[src/rtl/chc_pkg.sv]
package chc_pkg;
  localparam int WAKE_N = 5;
  localparam int IDX_SMI = 4;

  typedef enum logic [1:0] {
    MODE_RUN  = 2'd0,
    MODE_HALT = 2'd1,
    MODE_SMM  = 2'd2
  } chc_mode_e;
endpackage

[src/rtl/chc_wake_prio.sv]
module chc_wake_prio #(
  parameter int N = 5
) (
  input  logic [N-1:0] req,
  output logic [N-1:0] grant,
  output logic         any
);
  logic [N:0] above;
  assign above[N] = 1'b0;
  generate
    for (genvar i = N - 1; i >= 0; i--) begin : g_prio
      assign above[i] = above[i+1] | req[i];
      assign grant[i] = req[i] & ~above[i+1];
    end
  endgenerate
  assign any = above[0];
endmodule

[src/rtl/chc_core_fsm.sv]
module chc_core_fsm
  import chc_pkg::*;
#(
  parameter int N = WAKE_N,
  parameter int SMI_BIT = IDX_SMI
) (
  input  logic          clk,
  input  logic          rst_n,
  input  logic          halt_stb,
  input  logic          smi_req,
  input  logic          any_wake,
  input  logic [N-1:0]  grant,
  input  logic          rsm_stb,
  input  logic          rsm_to_halt,
  output chc_mode_e     mode_q,
  output logic          saved_q,
  output logic [N-1:0]  cause_q,
  output logic          ev_halt_enter,
  output logic          ev_wake,
  output logic          ev_resume
);
  chc_mode_e   mode_d;
  logic        saved_d;
  logic [N-1:0] cause_d;

  assign ev_halt_enter = (mode_q == MODE_RUN) && halt_stb && !smi_req;
  assign ev_wake       = (mode_q == MODE_HALT) && any_wake;
  assign ev_resume     = (mode_q == MODE_SMM) && rsm_stb;

  always_comb begin
    mode_d  = mode_q;
    saved_d = saved_q;
    cause_d = cause_q;
    unique case (mode_q)
      MODE_RUN: begin
        if (smi_req) begin
          mode_d  = MODE_SMM;
          saved_d = 1'b0;
        end else if (halt_stb) begin
          mode_d = MODE_HALT;
        end
      end
      MODE_HALT: begin
        if (any_wake) begin
          cause_d = grant;
          if (grant[SMI_BIT]) begin
            mode_d  = MODE_SMM;
            saved_d = 1'b1;
          end else begin
            mode_d = MODE_RUN;
          end
        end
      end
      MODE_SMM: begin
        if (rsm_stb) begin
          mode_d  = (saved_q && rsm_to_halt) ? MODE_HALT : MODE_RUN;
          saved_d = 1'b0;
        end
      end
      default: mode_d = MODE_RUN;
    endcase
  end

  always_ff @(posedge clk or negedge rst_n) begin
    if (!rst_n) begin
      mode_q  <= MODE_RUN;
      saved_q <= 1'b0;
      cause_q <= '0;
    end else begin
      mode_q  <= mode_d;
      saved_q <= saved_d;
      cause_q <= cause_d;
    end
  end
endmodule

[src/rtl/chc_depth_map.sv]
module chc_depth_map
  import chc_pkg::*;
#(
  parameter int CODE_W  = 3,
  parameter int DEEPEST = 4
) (
  input  chc_mode_e          mode,
  input  logic [CODE_W-1:0]  depth_req,
  output logic [CODE_W-1:0]  core_state
);
  localparam logic [CODE_W-1:0] CODE_HALT = CODE_W'(1);
  localparam logic [CODE_W-1:0] CODE_MAX  = CODE_W'(DEEPEST);

  function automatic logic [CODE_W-1:0] idle_code(input logic [CODE_W-1:0] req);
    if (req <= CODE_HALT)     return CODE_HALT;
    else if (req > CODE_MAX)  return CODE_MAX;
    else                      return req;
  endfunction

  assign core_state = (mode == MODE_HALT) ? idle_code(depth_req) : '0;
endmodule

[src/rtl/core_halt_ctrl.sv]
module core_halt_ctrl
  import chc_pkg::*;
#(
  parameter int CODE_W  = 3,
  parameter int DEEPEST = 4
) (
  input  logic              clk,
  input  logic              rst_n,
  input  logic              halt_stb,
  input  logic              smi_req,
  input  logic              init_req,
  input  logic              nmi_req,
  input  logic              intr_req,
  input  logic              bus_msg_stb,
  input  logic              rsm_stb,
  input  logic              rsm_to_halt,
  input  logic [CODE_W-1:0] depth_req,
  output logic              halted,
  output logic [WAKE_N-1:0] wake_cause,
  output logic [CODE_W-1:0] core_state
);
  logic [WAKE_N-1:0] wake_vec;
  logic [WAKE_N-1:0] wake_grant;
  logic              any_wake;
  chc_mode_e         mode_q;
  logic              saved_q;
  logic              ev_halt_enter;
  logic              ev_wake;
  logic              ev_resume;

  assign wake_vec = {smi_req, init_req, nmi_req, intr_req, bus_msg_stb};

  chc_wake_prio #(.N(WAKE_N)) u_prio (
    .req   (wake_vec),
    .grant (wake_grant),
    .any   (any_wake)
  );

  chc_core_fsm #(.N(WAKE_N), .SMI_BIT(IDX_SMI)) u_fsm (
    .clk           (clk),
    .rst_n         (rst_n),
    .halt_stb      (halt_stb),
    .smi_req       (smi_req),
    .any_wake      (any_wake),
    .grant         (wake_grant),
    .rsm_stb       (rsm_stb),
    .rsm_to_halt   (rsm_to_halt),
    .mode_q        (mode_q),
    .saved_q       (saved_q),
    .cause_q       (wake_cause),
    .ev_halt_enter (ev_halt_enter),
    .ev_wake       (ev_wake),
    .ev_resume     (ev_resume)
  );

  chc_depth_map #(.CODE_W(CODE_W), .DEEPEST(DEEPEST)) u_depth (
    .mode       (mode_q),
    .depth_req  (depth_req),
    .core_state (core_state)
  );

  assign halted = (mode_q == MODE_HALT);
endmodule

[config.mk]
export PLATFORM = sky130hd
export DESIGN_NAME = core_halt_ctrl
export DESIGN_NICKNAME = d
export VERILOG_FILES = /design/src/rtl/chc_pkg.sv /design/src/rtl/chc_wake_prio.sv /design/src/rtl/chc_core_fsm.sv /design/src/rtl/chc_depth_map.sv /design/src/rtl/core_halt_ctrl.sv
export SDC_FILE = /design/constraint.sdc
export NUM_CORES = 1
export LEC_CHECK = 0
export ABC_CLOCK_PERIOD_IN_PS = 3100
export BUFFER_PORTS_ARGS = -buffer_cell sky130_fd_sc_hd__buf_2
export CORE_AREA = 5 5 42 44
export DETAILED_ROUTE_END_ITERATION = 16
export DIE_AREA = 0 0 47 49
export GPL_ROUTABILITY_DRIVEN = 0
export GPL_TIMING_DRIVEN = 0
export SYNTH_ARGS = -nofsm -noshare
export SYNTH_HDL_FRONTEND = slang
export SYNTH_SLANG_ARGS = --single-unit
[constraint.sdc]
create_clock -name clk -period 3.1 [get_ports clk]
set_clock_uncertainty 0.05 [all_clocks]
set_input_delay 0.155 -clock clk [delete_from_list [all_inputs] [get_ports clk]]
set_output_delay 0.155 -clock clk [all_outputs]
set_load 0.02 [all_outputs]
==> flow_summary_export.csv <==
group,metric,value,unit
sta,worst_pin_slew,0.289,ns
yosys,synth_cell_types,27,
pwr,powerDensity,677,mW/mm^2
route,avgRoutedWirePerCell,13.1,um
worst_setup_path,cp-end-kind,"primary output",
floorplanning,die_w,47,um
yosys,syn_nets,50,
clock_network,cts-root-buf,"clkbuf_4",
yosys,yosys.area.top_type_share,48.3,%
global_routing,track_usage,9.88,%
yosys,synth_area_leaders,"dfrtp_1, a21oi_1, nor3b_1",
pwr,power.total,387,uW
worst_setup_path,crit_buf_inv,2,
clock_network,cts_buffers,3,
route,routed_wl,1020,um
sta,hold_ws,0.0632,ns
sta,finalSetupViolCount,0,
sta,slew_violations,0,
worst_setup_path,path_cells,"nand2b_4 > inv_6 > and2_2 > buf_2",
floorplanning,fp-row-count,14,
yosys,synth-seq-area-share,48.3,%
clock_network,cts_max_level,1,
clock_network,cts_tree,"built",
clock_network,clock_path_buffers,2,
floorplanning,die_h,49,um
yosys,netlist_area,414,um^2
global_routing,antenna_found_initial,0,
sta,min_period_over_period,47.9,%
final_layout,final_layout_size_suffix_gt1_share,48.4,%
global_routing,grt_pass1_vias,360,
sta,period_minus_slack,1.49,ns
clock_network,cts_num_sinks,8,
worst_setup_path,cp.depth,4,
pwr,leakagePower,0.291,nW
final_layout,nets,77,
worst_setup_path,cpPeakStageDelay,0.43,ns
route,routed_via_density,5.05,
yosys,synth_top_cell_by_area,"dfrtp_1",
sta,slew_headroom,80.5,%
place,io_buffers,21,
yosys,syn_inst,37,
yosys,yosysWarnings,0,
worst_setup_path,path_max_fanout,10,
yosys,synth_area_per_cell,11.2,um^2
worst_setup_path,crit_family,"flip-flops",
final_layout,layout_commonest_cell,"buf_2",
global_routing,grt_max_degree,11,
flow_run,max_cap_violations,0,
final_layout,layout_common_cells,"buf_2, dfrtp_1, a21oi_1, clkbuf_4, nor3b_1",
floorplanning,die_area,0.00230,mm^2
clock_network,postCtsResizedCells,0,
outcome,outcome,"complete, no violations",
worst_setup_path,reg2reg_depth,3,
pwr,peakVddDrop,272,uV
route,dr.pass1.iters,4,
route,vias,394,
floorplanning,coreArea,0.00140,mm^2
worst_setup_path,start_kind,"flip-flop",
worst_setup_path,crit_type,"reg -> out",
worst_setup_path,cp.arrival,1.28,ns
min_path,hold_path_depth,2,
floorplanning,initial_utilization,29.6,%
sta,rsz0062_at_grt,"false",
floorplanning,io_pins,22,
route,ant_nets,0,
worst_setup_path,worstPathRequired,2.89,ns
clock_network,clock_latency,0.26,ns
route,drtIter0Drc,6,
final_layout,n_antenna_cell,0,
sta,timing_hold_violations_final,0,
clock_network,clk_pin_slew_worst_paths,0.06,ns
min_path,hold_path_class,"in -> reg",
sta,max_freq,0.673,GHz
worst_setup_path,cp_slowest_cell,"dfrtp_1",
route,drc_errors,0,
sta,fin_tns_setup,0,ns
global_routing,grt_pass1_wl,1570,um
yosys,ys_seq_elements,8,
worst_setup_path,ff2ff_setup_slack,1.91,ns
final_layout,syn_to_final_growth,38.1,%
global_routing,grt-ovfl-total,0,
stage by stage:
stage	util, %	instances	instance area (um^2)	worst slack [ns]
final	40.8	78	572	1.61
after global routing	40.8	78	572	1.52
after CTS	40.8	78	572	1.60
after detailed placement	38.5	74	539	1.88
after global placement	38.5	74	539	1.90
after floorplan	-	37	414	1.76
timing repair:
item                      in CTS  in global routing
setup buffers                  0                  0
hold endpoints to repair       8                  0
hold buffers                   1                  0
cell usage after synthesis:
cell      number
nand2b_4       1
dfrtp_1        8
inv_1          1
nand2b_1       1
nor3_1         1
a21oi_1        3
a21o_1         1
nor3_2         1
nand2_1        1
nor2_1         1
nor3b_1        2
inv_6          1
and2b_1        1
a32o_2         1
a32o_1         1
o22ai_1        1
and2_2         1
or2b_1         1
o41ai_1        1
o22a_1         1
nand3_1        1
a41oi_1        1
o31ai_1        1
o21ai_0        1
nor2b_1        1
a22o_1         1
a22oi_2        1
worst reg2reg max path, cell delays in order (launching register included):
cell      delay [ns]
dfrtp_1         0.43
nand2b_4        0.20
a21o_1          0.18
a32o_2          0.21
final timing paths:
| kind | start | endpoint |
|---|---|---|
| max in group asynchronous | rst_n | u_fsm.saved_q |
| hold / removal | rsm_stb | u_fsm.mode_q[1] |
| min in group asynchronous | rst_n | u_fsm.cause_q[2] |
| setup / recovery | u_fsm.mode_q[1] | core_state[2] |
| setup reg to reg | u_fsm.mode_q[1] | u_fsm.cause_q[3] |
| hold reg to reg | u_fsm.cause_q[1] | u_fsm.cause_q[1] |
where the power goes:
group          total [mW]  switching (mW)  internal [mW]  leakage (nW)
Clock              0.0817          0.0373         0.0444        0.0138
Sequential          0.163          0.0242          0.139         0.103
Combinational       0.143          0.0812         0.0615         0.175
registers in the layout, indices dropped and copies added, names as in the netlist:
register,cells
u_fsm.saved_q,1
u_fsm.cause_q,5
u_fsm.mode_q,2
per-layer routing:
layer / wire length, um / up-vias / track usage (%)
met5: 0 / - / 0
met4: 33 / 0 / 8.29
met3: 83 / 5 / 2.58
met2: 469 / 15 / 12.4
met1: 434 / 182 / 13.3
li1: - / 192 / -
logic make-up after synthesis:
| logic type | share of synthesized area [%] |
|---|---|
| compound gates | 26.6 |
| simple gates | 22.1 |
| flops | 48.3 |
| buf+inv | 3.02 |
area by class of cell:
| type | instances | area, um^2 |
|---|---|---|
| Inverter | 2 | 12.5 |
| Multi-Input combinational cell | 27 | 201 |
| Timing Repair Buffer | 22 | 115 |
| Sequential cell | 8 | 200 |
| Tap cell | 16 | 20.0 |
| Clock buffer | 3 | 22.5 |
| Fill cell | 156 | 830 |
Power figures use the tool's default switching activity.
